==> config.mk <==
export PLATFORM = sky130hd
export DESIGN_NAME = calendar_clock
export DESIGN_NICKNAME = d
export VERILOG_FILES = /design/src/rtl/cal_pkg.sv /design/src/rtl/cal_advance.sv /design/src/rtl/cal_counter.sv /design/src/rtl/cal_ctrl.sv /design/src/rtl/calendar_clock.sv
export SDC_FILE = /design/constraint.sdc
export NUM_CORES = 1
export LEC_CHECK = 0
export BUFFER_PORTS_ARGS = -buffer_cell sky130_fd_sc_hd__buf_2
export CAP_MARGIN = 20
export CORE_MARGIN = 1
export CORE_UTILIZATION = 60
export CTS_BUF_LIST = sky130_fd_sc_hd__clkbuf_4 sky130_fd_sc_hd__clkbuf_8
export DETAILED_ROUTE_END_ITERATION = 8
export GPL_TIMING_DRIVEN = 0
export HOLD_SLACK_MARGIN = 0.1
export PLACE_DENSITY_LB_ADDON = 0.3
export REMOVE_ABC_BUFFERS = 1
export SETUP_SLACK_MARGIN = 0.5
export SLEW_MARGIN = 40
export SYNTH_ARGS = -nofsm -noshare
export SYNTH_HDL_FRONTEND = slang
export SYNTH_SLANG_ARGS = --single-unit
==> constraint.sdc <==
create_clock -name clk -period 3.3 [get_ports clk]
set_input_delay 0.66 -clock clk [delete_from_list [all_inputs] [get_ports clk]]
set_output_delay 0.66 -clock clk [all_outputs]
set_load 0.03 [all_outputs]
==> src/rtl/cal_pkg.sv <==
package cal_pkg;
    localparam int unsigned BYTE_W = 8;
    localparam int unsigned SLOT_N = 8;
    localparam int unsigned IDX_W  = $clog2(SLOT_N);

    typedef enum logic [IDX_W-1:0] {
        SLOT_CTRL = 3'd0, SLOT_SEC  = 3'd1, SLOT_MIN  = 3'd2, SLOT_HOUR = 3'd3,
        SLOT_WDAY = 3'd4, SLOT_DATE = 3'd5, SLOT_MON  = 3'd6, SLOT_YEAR = 3'd7
    } slot_e;

    typedef enum logic [1:0] {
        ST_RUN     = 2'd0,
        ST_RD_HOLD = 2'd1,
        ST_WR_HOLD = 2'd2
    } halt_state_e;

    typedef struct packed {
        logic [BYTE_W-1:0] sec;
        logic [BYTE_W-1:0] min;
        logic [BYTE_W-1:0] hour;
        logic [BYTE_W-1:0] wday;
        logic [BYTE_W-1:0] date;
        logic [BYTE_W-1:0] mon;
        logic [BYTE_W-1:0] year;
    } cal_time_t;

    localparam cal_time_t TIME_RESET = '{sec: 8'h00, min: 8'h00, hour: 8'h00,
                                         wday: 8'h01, date: 8'h01, mon: 8'h01,
                                         year: 8'h00};

    // bits kept in the shadow byte of each time slot
    function automatic logic [BYTE_W-1:0] slot_mask(input int k);
        case (k)
            1, 2:    return 8'h7F;
            3, 5:    return 8'h3F;
            4:       return 8'h07;
            6:       return 8'h1F;
            7:       return 8'hFF;
            default: return 8'h00;
        endcase
    endfunction

    // {wrap, next}: advance a BCD value, wrapping to first after last
    function automatic logic [BYTE_W:0] bcd_step(input logic [BYTE_W-1:0] v,
                                                 input logic [BYTE_W-1:0] last,
                                                 input logic [BYTE_W-1:0] first);
        if (v >= last)
            return {1'b1, first};
        else if (v[3:0] >= 4'd9)
            return {1'b0, v[7:4] + 4'd1, 4'd0};
        else
            return {1'b0, v[7:4], v[3:0] + 4'd1};
    endfunction

    function automatic logic is_leap(input logic [BYTE_W-1:0] yr);
        logic [BYTE_W-1:0] bin;
        bin = ({4'd0, yr[7:4]} * 8'd10) + {4'd0, yr[3:0]};
        return (bin[1:0] == 2'b00);
    endfunction

    function automatic logic [BYTE_W-1:0] month_last(input logic [BYTE_W-1:0] mon,
                                                     input logic [BYTE_W-1:0] yr);
        case (mon)
            8'h02:                      return is_leap(yr) ? 8'h29 : 8'h28;
            8'h04, 8'h06, 8'h09, 8'h11: return 8'h30;
            default:                    return 8'h31;
        endcase
    endfunction
endpackage

==> src/rtl/cal_advance.sv <==
module cal_advance
    import cal_pkg::*;
(
    input  cal_time_t cur_i,
    output cal_time_t nxt_o
);
    logic [BYTE_W:0] s_sec, s_min, s_hour, s_wday, s_date, s_mon, s_year;
    logic [BYTE_W-1:0] date_last;

    always_comb begin
        date_last = month_last(cur_i.mon, cur_i.year);
        s_sec  = bcd_step(cur_i.sec, 8'h59, 8'h00);
        s_min  = s_sec[BYTE_W]  ? bcd_step(cur_i.min, 8'h59, 8'h00) : {1'b0, cur_i.min};
        s_hour = s_min[BYTE_W]  ? bcd_step(cur_i.hour, 8'h23, 8'h00) : {1'b0, cur_i.hour};
        s_wday = s_hour[BYTE_W] ? bcd_step(cur_i.wday, 8'h07, 8'h01) : {1'b0, cur_i.wday};
        s_date = s_hour[BYTE_W] ? bcd_step(cur_i.date, date_last, 8'h01) : {1'b0, cur_i.date};
        s_mon  = s_date[BYTE_W] ? bcd_step(cur_i.mon, 8'h12, 8'h01) : {1'b0, cur_i.mon};
        s_year = s_mon[BYTE_W]  ? bcd_step(cur_i.year, 8'h99, 8'h00) : {1'b0, cur_i.year};

        nxt_o.sec  = s_sec[BYTE_W-1:0];
        nxt_o.min  = s_min[BYTE_W-1:0];
        nxt_o.hour = s_hour[BYTE_W-1:0];
        nxt_o.wday = s_wday[BYTE_W-1:0];
        nxt_o.date = s_date[BYTE_W-1:0];
        nxt_o.mon  = s_mon[BYTE_W-1:0];
        nxt_o.year = s_year[BYTE_W-1:0];
    end

    // s_year wrap bit is intentionally dropped: the century is not kept
    logic unused_wrap;
    assign unused_wrap = s_year[BYTE_W] ^ s_wday[BYTE_W];
endmodule

==> src/rtl/cal_counter.sv <==
module cal_counter
    import cal_pkg::*;
(
    input  logic      clk,
    input  logic      rst_n,
    input  logic      tick_i,
    input  logic      load_i,
    input  cal_time_t load_val_i,
    input  logic      stop_wr_i,
    input  logic      stop_val_i,
    output cal_time_t cnt_o,
    output logic      stop_o
);
    cal_time_t cnt_q, cnt_nxt;
    logic      stop_q;

    cal_advance u_adv (
        .cur_i (cnt_q),
        .nxt_o (cnt_nxt)
    );

    always_ff @(posedge clk) begin
        if (!rst_n) begin
            cnt_q  <= TIME_RESET;
            stop_q <= 1'b1;
        end else begin
            if (load_i)
                cnt_q <= load_val_i;
            else if (tick_i && !stop_q)
                cnt_q <= cnt_nxt;
            if (stop_wr_i)
                stop_q <= stop_val_i;
        end
    end

    assign cnt_o  = cnt_q;
    assign stop_o = stop_q;

    AST_STOP_FREEZES: assert property (@(posedge clk) disable iff (!rst_n)
        (stop_q && !load_i) |=> $stable(cnt_q));
    AST_LOAD_COPIES: assert property (@(posedge clk) disable iff (!rst_n)
        load_i |=> (cnt_q == $past(load_val_i)));
    AST_NO_TICK_HOLDS: assert property (@(posedge clk) disable iff (!rst_n)
        (!tick_i && !load_i) |=> $stable(cnt_q));
endmodule

==> src/rtl/cal_ctrl.sv <==
module cal_ctrl
    import cal_pkg::*;
(
    input  logic              clk,
    input  logic              rst_n,
    input  logic              wr_i,
    input  logic [IDX_W-1:0]  idx_i,
    input  logic [BYTE_W-1:0] wdata_i,
    input  logic              refresh_due_i,
    input  cal_time_t         cnt_i,
    input  logic              stop_i,
    output logic              load_o,
    output cal_time_t         load_val_o,
    output logic [BYTE_W-1:0] rd_byte_o
);
    localparam int unsigned WBIT = BYTE_W - 1;
    localparam int unsigned RBIT = BYTE_W - 2;
    localparam logic [$bits(cal_time_t)-1:0] RST_FLAT = TIME_RESET;

    halt_state_e       state_q, state_d;
    logic [BYTE_W-1:0] ctrl_q;
    logic              ft_q;
    logic [BYTE_W-1:0] shadow_q [1:SLOT_N-1];
    logic              ctrl_wr, time_wr, refresh;
    logic [$bits(cal_time_t)-1:0] cnt_flat, shadow_flat;

    assign ctrl_wr  = wr_i && (idx_i == SLOT_CTRL);
    assign time_wr  = wr_i && (idx_i != SLOT_CTRL);
    assign cnt_flat = cnt_i;

    // state register
    always_ff @(posedge clk) begin
        if (!rst_n) state_q <= ST_RUN;
        else        state_q <= state_d;
    end

    // next state
    always_comb begin
        state_d = state_q;
        unique case (state_q)
            ST_RUN: begin
                if (ctrl_wr && wdata_i[WBIT])      state_d = ST_WR_HOLD;
                else if (ctrl_wr && wdata_i[RBIT]) state_d = ST_RD_HOLD;
            end
            ST_RD_HOLD: begin
                if (ctrl_wr && wdata_i[WBIT])       state_d = ST_WR_HOLD;
                else if (ctrl_wr && !wdata_i[RBIT]) state_d = ST_RUN;
            end
            ST_WR_HOLD: begin
                if (ctrl_wr && !wdata_i[WBIT])
                    state_d = wdata_i[RBIT] ? ST_RD_HOLD : ST_RUN;
            end
            default: state_d = ST_RUN;
        endcase
    end

    // outputs of the state machine
    always_comb begin
        load_o  = 1'b0;
        refresh = 1'b0;
        unique case (state_q)
            ST_RUN:     refresh = refresh_due_i;
            ST_WR_HOLD: load_o  = ctrl_wr && !wdata_i[WBIT];
            default:    ;
        endcase
    end

    always_ff @(posedge clk) begin
        if (!rst_n) begin
            ctrl_q <= '0;
            ft_q   <= 1'b0;
        end else begin
            if (ctrl_wr)
                ctrl_q <= wdata_i;
            if (wr_i && idx_i == SLOT_WDAY)
                ft_q <= wdata_i[6];
        end
    end

    // one shadow byte per time slot; a refresh beats a host write
    for (genvar k = 1; k < SLOT_N; k++) begin : g_slot
        localparam int unsigned LSB = (SLOT_N - 1 - k) * BYTE_W;
        always_ff @(posedge clk) begin
            if (!rst_n)
                shadow_q[k] <= RST_FLAT[LSB +: BYTE_W];
            else if (refresh)
                shadow_q[k] <= cnt_flat[LSB +: BYTE_W];
            else if (wr_i && idx_i == IDX_W'(k))
                shadow_q[k] <= wdata_i & slot_mask(k);
        end
        assign shadow_flat[LSB +: BYTE_W] = shadow_q[k];
    end

    assign load_val_o = shadow_flat;

    always_comb begin
        unique case (idx_i)
            SLOT_CTRL: rd_byte_o = ctrl_q;
            SLOT_SEC:  rd_byte_o = {stop_i, shadow_q[1][6:0]};
            SLOT_WDAY: rd_byte_o = {1'b0, ft_q, 3'b000, shadow_q[4][2:0]};
            default:   rd_byte_o = shadow_q[idx_i];
        endcase
    end

    AST_HOLD_FREEZES: assert property (@(posedge clk) disable iff (!rst_n)
        (state_q != ST_RUN && !time_wr) |=> $stable(shadow_flat));
    AST_REFRESH_ALL: assert property (@(posedge clk) disable iff (!rst_n)
        refresh |=> (shadow_flat == $past(cnt_flat)));
    AST_WR_ENTRY: assert property (@(posedge clk) disable iff (!rst_n)
        (ctrl_wr && wdata_i[WBIT]) |=> (state_q == ST_WR_HOLD));
endmodule

==> src/rtl/calendar_clock.sv <==
module calendar_clock
    import cal_pkg::*;
#(
    parameter int unsigned       ADDR_W   = 11,
    parameter logic [ADDR_W-1:0] WIN_BASE = 11'h7F8
) (
    input  logic              clk,
    input  logic              rst_n,
    input  logic              tick_1hz,
    input  logic              bus_sel,
    input  logic              bus_wr,
    input  logic [ADDR_W-1:0] bus_addr,
    input  logic [BYTE_W-1:0] bus_wdata,
    output logic [BYTE_W-1:0] bus_rdata
);
    logic              in_win, hit_wr, hit_rd, tick_d, load, stop;
    logic [IDX_W-1:0]  idx;
    logic [BYTE_W-1:0] rd_byte;
    cal_time_t         cnt, load_val;

    assign in_win = (bus_addr[ADDR_W-1:IDX_W] == WIN_BASE[ADDR_W-1:IDX_W]);
    assign idx    = bus_addr[IDX_W-1:0];
    assign hit_wr = bus_sel && bus_wr && in_win;
    assign hit_rd = bus_sel && !bus_wr && in_win;

    always_ff @(posedge clk) begin
        if (!rst_n) begin
            tick_d    <= 1'b0;
            bus_rdata <= '0;
        end else begin
            tick_d    <= tick_1hz;
            bus_rdata <= hit_rd ? rd_byte : '0;
        end
    end

    cal_counter u_cnt (
        .clk        (clk),
        .rst_n      (rst_n),
        .tick_i     (tick_1hz),
        .load_i     (load),
        .load_val_i (load_val),
        .stop_wr_i  (hit_wr && idx == SLOT_SEC),
        .stop_val_i (bus_wdata[BYTE_W-1]),
        .cnt_o      (cnt),
        .stop_o     (stop)
    );

    cal_ctrl u_ctrl (
        .clk           (clk),
        .rst_n         (rst_n),
        .wr_i          (hit_wr),
        .idx_i         (idx),
        .wdata_i       (bus_wdata),
        .refresh_due_i (tick_d),
        .cnt_i         (cnt),
        .stop_i        (stop),
        .load_o        (load),
        .load_val_o    (load_val),
        .rd_byte_o     (rd_byte)
    );

    AST_OUTSIDE_READS_ZERO: assert property (@(posedge clk) disable iff (!rst_n)
        (bus_sel && !bus_wr && !in_win) |=> (bus_rdata == '0));
endmodule

==> results of run 1 <==
-- power by group through the flow --
stage / sequential, mW / clock (mW) / combinational, mW
2_1_floorplan: 1.78 / 0 / 0.0664
3_3_place_gp: 1.79 / 0 / 0.143
3_5_place_dp: 1.79 / 0 / 0.153
4_1_cts: 1.76 / 1.28 / 0.161
5_1_grt: 1.76 / 1.36 / 0.175
6_report: 1.76 / 1.28 / 0.170
-- Yosys cell counts (8+ instances only) --
cell and number:
mux2i_1 18, inv_1 38, clkbuf_1 29, nor3b_1 8
dfxtp_1 77, buf_2 10, nor3_1 18, and3_1 12
nand4_1 11, nand3_1 34, a22o_1 20, a31oi_1 11
nand2_1 75, ha_1 41, edfxtp_1 56, a21oi_1 40
mux4_2 9, o21ai_0 59, a211oi_1 10, nor2_1 79
a22oi_1 14
-- registers in the layout (all words and copies together), names as in the netlist --
| signal | count |
|---|---|
| tick_d | 1 |
| u_ctrl.ctrl_q | 8 |
| u_ctrl.state_q | 2 |
| u_ctrl.shadow_q | 56 |
| bus_rdata | 8 |
| u_cnt.stop_o | 1 |
| u_cnt.cnt_o | 56 |
| u_ctrl.ft_q | 1 |
-- worst max path at each step --
stage	start	endpoint	slack [ns]
finish	u_cnt.cnt_o[13]	u_cnt.cnt_o[18]	0.39
global route	u_cnt.cnt_o[13]	u_cnt.cnt_o[14]	0.26
CTS	u_cnt.cnt_o[13]	u_cnt.cnt_o[22]	0.48
detailed placement	rst_n	u_ctrl.shadow_q[7][2]	-0.79
global placement	rst_n	u_ctrl.shadow_q[6][5]	-2.34
floorplan	bus_addr[0]	u_cnt.cnt_o[40]	-0.01
-- layout make-up --
cell class / count / area share (%)
multi-input combinational: 570 / 48.6
timing repair buffer: 61 / 5.05
inverter: 39 / 1.80
tap: 147 / 2.17
sequential: 133 / 38.2
clock inverter: 10 / 0.974
clock buffer: 22 / 3.28
-- cell usage in the layout, fill, tap and decap left out, types with 6 or more instances in the layout --
cell / count
dfxtp_1: 72
nor3_1: 15
inv_1: 33
a22o_1: 20
nor3b_1: 6
nand2b_1: 6
o211ai_1: 6
nand4_1: 11
ha_1: 37
and3_1: 12
nor2_1: 70
o21a_1: 6
edfxtp_1: 56
clkbuf_8: 18
o21ai_0: 49
mux2i_1: 18
a211oi_1: 7
buf_4: 26
nand2_1: 70
a22oi_1: 14
mux4_2: 9
a21oi_1: 39
a31oi_1: 11
clkinv_2: 7
nand3_1: 33
buf_2: 30
-- worst max-delay path, delay by kind of cell (launching register included) --
kind	cells	cell delay, ns
AND/OR/NAND/NOR	6	1.02
buffers and inverters	2	0.12
flip-flops	1	0.34
AO/OA/AOI/OAI	5	1.00
adder cells (fa/ha/maj)	2	0.38
-- through the flow --
step	worst slack [ns]	setup TNS (ns)	hold slack (ns)	instances
after detailed placement	-0.788	-28.38	0.452	924
final	0.386	0	0.447	982
after CTS	0.484	0	0.442	972
after global placement	-2.34	-203.42	0.443	919
after floorplan	-0.0136	-0.0136	0.433	741
after global routing	0.256	0	0.451	982
-- per-layer routing --
layer	vias up	global-route usage (%)	wire (um)
li1	2982	-	-
met1	3166	46.0	8540
met2	510	54.5	10300
met3	131	7.83	2760
met4	0	17.0	1210
met5	-	0	0
-- kinds of logic (layout without fill, tap and decap cells) --
kind of cell / count (synthesis) / after routing / synth area share, %
adder cells (fa/ha/maj): 41 / 41 / 7.00
buffers and inverters: 81 / 132 / 4.37
flip-flops: 133 / 133 / 44.0
AO/OA/AOI/OAI: 214 / 214 / 19.7
multiplexers: 31 / 31 / 5.84
AND/OR/NAND/NOR: 276 / 277 / 18.3
XOR/XNOR: 7 / 7 / 0.836
-- timing repair --
item | CTS | global route
endpoints found under the setup margin | 134 | 80
buffers inserted | 16 | 9
pin swaps | 16 | 22
resized for setup | 46 | 36
cloned | 0 | 1
hold endpoints to repair | 0 | 0
==> summary.txt, run 1 <==
Final layout
  – # diodes: 0
  – Finished layout cell area: between 8000 and 9000 um2
  – Register cell area after layout: around 3200 um2
  – Share of final-layout standard cells stronger than drive strength 1: 20.8%
  – Area of the multi-input gates: roughly 4100 um2
  – Layout area overhead: 15.6%
  – Net count of the finished layout: around 890
  – Filler cell count: between 800 and 900
  – Final core utilization: a little under three quarters

Worst hold path
  – Endpoint with the worst hold slack: tick_d
  – Hold path cells: 2
  – Kind of path behind the tightest hold check: input port to flip-flop
  – Worst min-delay path startpoint: tick_1hz

Setup path
  – Reg-to-Reg Start: u_cnt.cnt_o[13]
  – Type of destination of the critical path: flip-flop
  – Worst Path Max Fanout: 6
  – Critical register-to-register path endpoint: u_cnt.cnt_o[18]
  – CP max stage cell: o31ai_1
  – Critical setup path kind: flip-flop to flip-flop
  – Worst stage delay on the critical path: 0.37 ns
  – Worst reg2reg path depth: 15
  – Worst reg2reg setup slack: slightly below 0.4 ns
  – Cell chain of the critical path: inv_4, ha_4, inv_2, o21ai_2, nand2_2, o21ai_2, nand3_1, o21a_1, ha_4, nor4b_4, nor2_4, or2_4, o31ai_1, nand3_1, a31oi_1
  – Data required time at the worst endpoint: approximately 3.7 ns
  – Startpoint types: flip-flop
  – Arrival time at the worst endpoint: about 3.3 ns

Power and ir drop
  – Internal cell power: ~2.4 mW
  – Total power: roughly 3.2 mW
  – Leakage component of the power: around 3.3 nW
  – Power dissipated by switching net loads: ~800 uW
  – Clock network fraction of total power: around two fifths
  – Sequential power share: a little over half
  – Power density cells: approximately 380 nW/um2
  – Combinational Power Share: under 10%
  – Worst supply voltage drop on vdd: 285 uV
  – Switching share of power: between 20% and 30%

Timing
  – Slew headroom: 38.7%
  – RSZ-0062 raised after global routing: yes
  – Clock Skew: roughly 0.015 ns
  – Total count of hold-check failures in the final report: 0
  – Final setup fails: 0
  – Pin slew with the least headroom to its limit: ~0.9 ns
  – Max Clk Rate: about 0.34 GHz
  – Share of the cycle needed by the critical path after routing: between 80% and 90%
  – Max-slew violation count: 0
  – Final critical path time including I/O delays and setup: 2.91 ns

Synth
  – Yosys warnings: 0
  – Gate count after technology mapping: between 700 and 800
  – Most common flop cell mapped by yosys: dfxtp_1
  – Top cells by area in the synthesized netlist: edfxtp_1 23%, dfxtp_1 21%, ha_1 7.0%
  – Area leader, netlist: edfxtp_1
  – Post-synthesis instance area: 7330 um2
  – Number of unique standard cell types used by synthesis: 70
  – Mean cell area of the mapped netlist: 9.37 um2
  – Share of flip-flops with an asynchronous set or reset: 0%
  – Count of state elements after synthesis: 133
  – Top cell type's share of synthesized area: between 20 and 25%
  – Post-synth EDFFs: 56
  – Sequential cell area fraction in the yosys report: a little over two fifths

Floorplanning
  – Die area: 12700 um2
  – Number of top-level design ports: 32
  – Die Ht: about 110 um
  – Floorplan Core Area: 12000 um2
  – Initial standard-cell utilization of the core: 61.3%
  – Width of the chip: ~110 um
  – Row count: 40

Route
  – Number of violations reported at the end of detailed-routing iteration 0: 955
  – DRC errors left: 1
  – Total via count after detailed routing: roughly 6800
  – Number of nets with antenna violations after detailed routing: 0
  – Via/cell ratio: 6.91
  – Final Routed Wirelength: 22.8 mm
  – Average wire per standard cell: roughly 23 um
  – Number of optimization iterations in the first detailed-route pass: 9

Clocking
  – Source-to-sink clock delay at the later pin of the worst-skew pair: roughly 0.46 ns
  – Sinks on the clock net: approximately 130
  – TritonCTS clock tree: done
  – Number of levels in the clock H-tree: 4
  – Root cell of the clock tree: clkbuf_8
  – Post-cts hold buffer count: 0
  – Clock-pin slew on the worst setup and hold paths: 0.07 ns
  – Max clock buf depth: 2
  – Num CTS Buffers: 17

Global route
  – Global route total overflow: 0
  – Maximum number of pins on one net before global-route repair: 49
  – Vias in the first global route: ~6300
  – Global-route wire length before repair: between 30 and 40 mm
  – GRT Total Usage: 34.9%
  – Initial antenna violation count: 0

Job
  – Max-capacitance violation count: 0

Status
  – Result of the run: complete, but fails checks
  – Failing checks: design-rule violations

Placement
  – Final Wtd Congestion: ~0.9
  – Count of port buffers added during placement: 31
  – Placed cell areas: 7590 um2
  – Half-perimeter wire length after detailed placement: about 14 mm
Power figures use the tool's default switching activity.
==> run 2, diff against run 1 <==
Settings changed: CELL_PAD_IN_SITES_DETAIL_PLACEMENT set to 1, CELL_PAD_IN_SITES_GLOBAL_PLACEMENT set to 1, CORE_UTILIZATION 60 to 50.
==> run 2 against run 1 <==
The run now ends clean. Design area grew 1.2%. Flip-flop and latch count is the same. Setup slack lost 0.18 ns. Power grew 1.9%. Non-clock buffer count grew 3. Die area grew 20%. First-iteration DRC count shrank 32%. Count of clock-buffer cells in the layout shrank 5. Register-to-register slack lost 0.18 ns. Worst hold slack gained 0.0016 ns. Clock skew shrank 0.0010 ns. Critical path type unchanged. Largest cell class unchanged.
==> summary.txt, run 2 (synthesis gave the netlist of run 1 again) <==
Global route
  – Met1 global-route usage: 42.8%
  – Initial antenna violation count: 0
  – Top Usage Layer GRT: met2
  – Maximum number of pins on one net before global-route repair: around 50
  – Vias in the first global route: 6977
  – Global route total overflow: 0
  – Global-route track usage on met3: under 10%
  – M2 GR Usage: a little under three fifths
  – Global-route wire length before repair: between 30 and 40 mm
  – GRT Total Usage: roughly 34%

Floorplanning
  – Die area: 15200 um2
  – Initial standard-cell utilization of the core: 52.0%
  – Die Ht: between 100 and 150 um
  – Number of top-level design ports: 32
  – Row count: 43
  – Width of the chip: about 120 um
  – Floorplan Core Area: 14100 um2

Timing
  – Total count of hold-check failures in the final report: 0
  – Final setup fails: 0
  – Clock Skew: ~0.014 ns
  – Slew headroom: 34.7%
  – Worst Hold Margin: roughly 0.45 ns
  – Share of the cycle needed by the critical path after routing: 93.8%
  – Max Clk Rate: roughly 0.32 GHz
  – RSZ-0062 raised after global routing: yes
  – Max-slew violation count: 0
  – Final critical path time including I/O delays and setup: roughly 3.1 ns
  – Pin slew with the least headroom to its limit: approximately 0.97 ns
  – Final worst-path setup slack: 0.203 ns

Placement
  – Final Wtd Congestion: 0.927
  – Half-perimeter wire length after detailed placement: roughly 16 mm
  – Worst slack at placement: -1.18 ns
  – Placed cell count: around 960
  – Count of port buffers added during placement: 31

Setup path
  – Worst Setup SP: u_cnt.cnt_o[12]
  – End point of the critical path: u_cnt.cnt_o[20]
  – Critical register-to-register path endpoint: u_cnt.cnt_o[20]
  – Worst path top cell family by delay: compound AO/OA/AOI/OAI gates
  – Startpoint types: flip-flop
  – Worst reg2reg setup slack: around 0.2 ns
  – CP max stage cell: dfxtp_4
  – Arrival time at the worst endpoint: 3.42 ns
  – Data required time at the worst endpoint: ~3.6 ns
  – Critical setup path kind: flip-flop to flip-flop
  – Type of destination of the critical path: flip-flop
  – Cell chain of the critical path: inv_4, ha_4, nor2b_4, o211ai_1, o21ai_2, nand3_1, o21a_1, ha_4, nor4b_4, nor2_4, nor3_4, buf_4, o21ai_2, o21ai_0, a21oi_1
  – Worst Path Max Fanout: 6
  – Reg-to-Reg Start: u_cnt.cnt_o[12]
  – Worst stage delay on the critical path: 0.38 ns
  – Worst path bufs/invs: 2
  – Worst reg2reg path depth: 15
  – CP Depth: 15

Route
  – DRC errors left: 0
  – Number of violations reported at the end of detailed-routing iteration 0: between 600 and 700
  – Number of optimization iterations in the first detailed-route pass: 6
  – Number of nets with antenna violations after detailed routing: 0
  – Final Routed Wirelength: roughly 27 mm
  – Average wire per standard cell: about 27 um
  – Via/cell ratio: 6.93
  – Total via count after detailed routing: around 7000

Clocking
  – Source-to-sink clock delay at the later pin of the worst-skew pair: about 0.46 ns
  – Number of levels in the clock H-tree: 4
  – TritonCTS clock tree: done
  – Num CTS Buffers: 17
  – Post-cts hold buffer count: 0
  – Root cell of the clock tree: clkbuf_8
  – Max clock buf depth: 2
  – Sinks on the clock net: between 100 and 150
  – Clock-pin slew on the worst setup and hold paths: 0.08 ns

Final layout
  – Commonest cells after routing, fill and taps aside: 73 x nor2_1, 72 x dfxtp_1, 71 x nand2_1
  – Layout area overhead: 17.0%
  – Filler cell count: around 1600
  – Finished Layout Cells: between 1000 and 1500
  – Final core utilization: between 60% and 70%
  – Most common cell after layout, fill and taps aside: nor2_1
  – Net count of the finished layout: 890
  – # diodes: 0
  – Share of final-layout standard cells stronger than drive strength 1: between 20% and 30%

Power and ir drop
  – Leakage component of the power: approximately 3.3 nW
  – Worst supply voltage drop on vdd: 341 uV
  – Total power: approximately 3.3 mW
  – Power density cells: roughly 380 nW/um2

Worst hold path
  – Kind of path behind the tightest hold check: input port to flip-flop

Status
  – Result of the run: finished, final reports clean

Job
  – Max-capacitance violation count: 0
## run 2: through the flow
stage	setup TNS [ns]	cell area (um2)
2_1_floorplan	-0.0136	7160
3_3_place_gp	-221.05	7540
3_5_place_dp	-77.75	7600
4_1_cts	0	8220
5_1_grt	0	8580
6_report	0	8580
## run 2: worst reg2reg max path, cell delays in order, from the launching register on
cell and delay, ns:
dfxtp_4 0.38, inv_4 0.08, ha_4 0.17, nor2b_4 0.18, o211ai_1 0.17, o21ai_2 0.14, nand3_1 0.11, o21a_1 0.18
ha_4 0.24, nor4b_4 0.28, nor2_4 0.12, nor3_4 0.20, buf_4 0.16, o21ai_2 0.11, o21ai_0 0.36, a21oi_1 0.11
## run 2: worst min path at each step
stage / startpoint / to / cells after the start
after floorplan: u_ctrl.ctrl_q[6] / u_ctrl.ctrl_q[6] / 2
after global placement: u_ctrl.ctrl_q[7] / u_ctrl.ctrl_q[7] / 2
after detailed placement: u_ctrl.ctrl_q[7] / u_ctrl.ctrl_q[7] / 2
after CTS: tick_1hz / tick_d / 2
after global routing: tick_1hz / tick_d / 2
final: tick_1hz / tick_d / 2
## run 2: final cells by class
cell class / instances / area [um2] / area share, %
multi-input combinational: 570 / 4140 / 48.2
sequential: 133 / 3240 / 37.7
clock inverter: 15 / 140 / 1.63
tap: 180 / 225 / 2.62
timing repair buffer: 64 / 438 / 5.10
inverter: 39 / 171 / 2.00
clock buffer: 17 / 234 / 2.73
## run 2: power breakdown
group,switching (mW),internal (mW)
Combinational,0.125,0.0458
Sequential,0.0220,1.73
Clock,0.686,0.658
Total,0.833,2.44
## run 2: timing repair
item / CTS / global route
setup buffers: 11 / 19
cloned: 0 / 1
endpoints found under the setup margin: 148 / 68
gates resized for setup: 51 / 40
pin swaps: 13 / 20
## run 2: layer usage
layer  vias to the layer above  part of all wire [%]  wire [um]
li1                       2982                     -          -
met1                      3526                    38      10200
met2                       455                    49      13300
met3                        90                   9.8       2660
met4                         0                   3.5        958
met5                         -                     0          0
==> run 3, diff against run 2 <==
==> constraint.sdc (replaced) <==
create_clock -name clk -period 3.3 [get_ports clk]
set_input_delay 0.165 -clock clk [delete_from_list [all_inputs] [get_ports clk]]
set_output_delay 0.165 -clock clk [all_outputs]
set_load 0.03 [all_outputs]
==> run 3 against run 2 <==
Register-to-register slack better by 0.12 ns. Combinational power decreased by 2%. Non-clock buffer count is 4 higher. Critical endpoint is now u_cnt.cnt_o[12].
==> summary.txt, run 3 (synthesis gave the netlist of run 1 again) <==
Worst hold path
  – Endpoint with the worst hold slack: u_cnt.stop_o
  – Kind of path behind the tightest hold check: input port to flip-flop
  – Hold path cells: 2
  – Worst min-delay path startpoint: rst_n

Route
  – Number of violations reported at the end of detailed-routing iteration 0: 665
  – Number of nets with antenna violations after detailed routing: 0
  – Number of optimization iterations in the first detailed-route pass: 6
  – Total via count after detailed routing: roughly 6900
  – Via/cell ratio: just under 7
  – DRC errors left: 0
  – Final Routed Wirelength: 26.2 mm
  – Average wire per standard cell: roughly 26 um

Global route
  – Maximum number of pins on one net before global-route repair: between 40 and 50
  – Vias in the first global route: slightly below 7000
  – Global route total overflow: 0
  – GRT Total Usage: between 30% and 40%
  – Global-route wire length before repair: 38.3 mm
  – Initial antenna violation count: 0

Timing
  – Final critical path time including I/O delays and setup: 2.98 ns
  – Clock Skew: 0.0124 ns
  – Slew headroom: a little over a third
  – RSZ-0062 raised after global routing: yes
  – Worst Hold Margin: ~0.16 ns
  – Setup TNS: 0 ns
  – Final setup fails: 0
  – Max Clk Rate: 0.336 GHz
  – Total count of hold-check failures in the final report: 0
  – Pin slew with the least headroom to its limit: about 0.96 ns
  – Share of the cycle needed by the critical path after routing: approximately 90%
  – Max-slew violation count: 0

Final layout
  – Area of the multi-input gates: 4090 um2
  – Filler cell count: 1601
  – Register cell area after layout: about 3200 um2
  – Layout area overhead: 16.5%
  – Net count of the finished layout: 893
  – Most common cell after layout, fill and taps aside: nor2_1
  – # diodes: 0
  – Finished Layout Cells: 1021
  – Share of final-layout standard cells stronger than drive strength 1: around a fifth
  – Finished layout cell area: around 8500 um2
  – Commonest cells after routing, fill and taps aside: 74 x nor2_1, 72 x dfxtp_1, 71 x nand2_1

Clocking
  – TritonCTS clock tree: done
  – Source-to-sink clock delay at the later pin of the worst-skew pair: between 0.4 and 0.5 ns
  – Sinks on the clock net: between 100 and 150
  – Max clock buf depth: 2
  – Num CTS Buffers: 17
  – Number of levels in the clock H-tree: 4
  – Clock-pin slew on the worst setup and hold paths: around 0.08 ns
  – Root cell of the clock tree: clkbuf_8

Power and ir drop
  – Leakage component of the power: between 3 and 4 nW
  – Worst supply voltage drop on vdd: between 300 and 400 uV
  – Power density cells: around 380 nW/um2

Placement
  – Count of port buffers added during placement: 31
  – Half-perimeter wire length after detailed placement: approximately 16 mm
  – Final Wtd Congestion: just over 0.9
  – Placed cell count: approximately 960
  – Placed cell areas: between 7000 and 8000 um2

Setup path
  – Type of destination of the critical path: flip-flop
  – Critical register-to-register path endpoint: u_cnt.cnt_o[12]
  – Worst reg2reg setup slack: 0.32 ns
  – Worst Path Max Fanout: 5
  – Worst reg2reg path depth: 16
  – Data required time at the worst endpoint: approximately 3.7 ns
  – Startpoint types: flip-flop
  – Arrival time at the worst endpoint: around 3.4 ns
  – Reg-to-Reg Start: u_cnt.cnt_o[13]
  – Critical setup path kind: flip-flop to flip-flop

Floorplanning
  – Floorplan Core Area: ~14000 um2
  – Die area: ~15000 um2
  – Initial standard-cell utilization of the core: between 50% and 60%
  – Row count: between 40 and 50
  – Width of the chip: roughly 120 um
  – Die Ht: between 100 and 150 um
  – Number of top-level design ports: 32

Status
  – Result of the run: finished, final reports clean

Job
  – Max-capacitance violation count: 0
==> run 3: cell types whose count changed in the layout (fill, tap and decap cells not counted), sizes merged <==
| cell | previous run | this run |
|---|---|---|
| dlygate4sd3 | 0 | 3 |
| clkbuf | 19 | 17 |
| and2 | 7 | 6 |
| buf | 62 | 65 |
==> run 3: metal layers <==
layer / up-vias / wire [um] / global-route usage [%] / share of wire [%]
met2: 385 / 12700 / 56.7 / 48
met3: 77 / 2290 / 7.47 / 8.7
li1: 2984 / - / - / -
met5: - / 0 / 0 / 0
met4: 0 / 977 / 15.2 / 3.7
met1: 3449 / 10300 / 43.6 / 39
==> run 3: per-stage QoR <==
step | setup WS (ns) | util (%) | power [mW]
after floorplan | 0.481 | - | 1.85
after global placement | -1.80 | 53.5 | 1.94
after detailed placement | -0.686 | 53.9 | 1.95
after CTS | 0.465 | 58.2 | 3.25
after global routing | 0.246 | 60.6 | 3.33
final | 0.322 | 60.6 | 3.26
==> run 3: final cells by class <==
cell class | instances | share of cell area, %
Multi-Input combinational cell | 569 | 47.8
Sequential cell | 133 | 37.9
Timing Repair Buffer | 68 | 5.37
Clock buffer | 17 | 2.74
Tap cell | 180 | 2.64
Inverter | 39 | 1.92
Clock inverter | 15 | 1.64
==> run 3: how the worst max path moves through the flow <==
stage	from	end	slack, ns	cells past startpoint
after floorplan	bus_addr[0]	u_cnt.cnt_o[40]	0.48	6
after global placement	rst_n	u_ctrl.shadow_q[6][0]	-1.80	5
after detailed placement	rst_n	u_ctrl.shadow_q[6][0]	-0.69	5
after CTS	u_cnt.cnt_o[13]	u_cnt.cnt_o[23]	0.47	15
after global routing	u_cnt.cnt_o[12]	u_cnt.cnt_o[14]	0.25	14
final	u_cnt.cnt_o[13]	u_cnt.cnt_o[12]	0.32	16
==> run 3: worst max-delay path, cell delays in order (launching register included) <==
cell       delay (ns)
dfxtp_2          0.35
inv_4            0.08
ha_4             0.15
inv_4            0.04
o21ai_2          0.12
nand2_1          0.10
o21ai_2          0.18
buf_4            0.13
a21oi_1          0.06
ha_1             0.31
nand3_1          0.16
nor2_4           0.25
buf_4            0.17
o2111ai_4        0.16
nor3_2           0.25
and3_1           0.24
o21a_1           0.16
==> run 3: power breakdown <==
group	internal (mW)	switching, mW	total (mW)
sequential	1.73	0.0214	1.76
clock	0.658	0.683	1.34
combinational	0.0458	0.121	0.167
total	2.44	0.825	3.26
==> run 3: timing repair <==
item / 4_1_cts / 5_1_grt
resized for setup: 42 / 35
endpoints found under the hold margin: 4 / 0
endpoints found under the setup margin: 120 / 39
setup buffers: 11 / 20
hold buffers: 3 / 0
pin swaps: 13 / 17
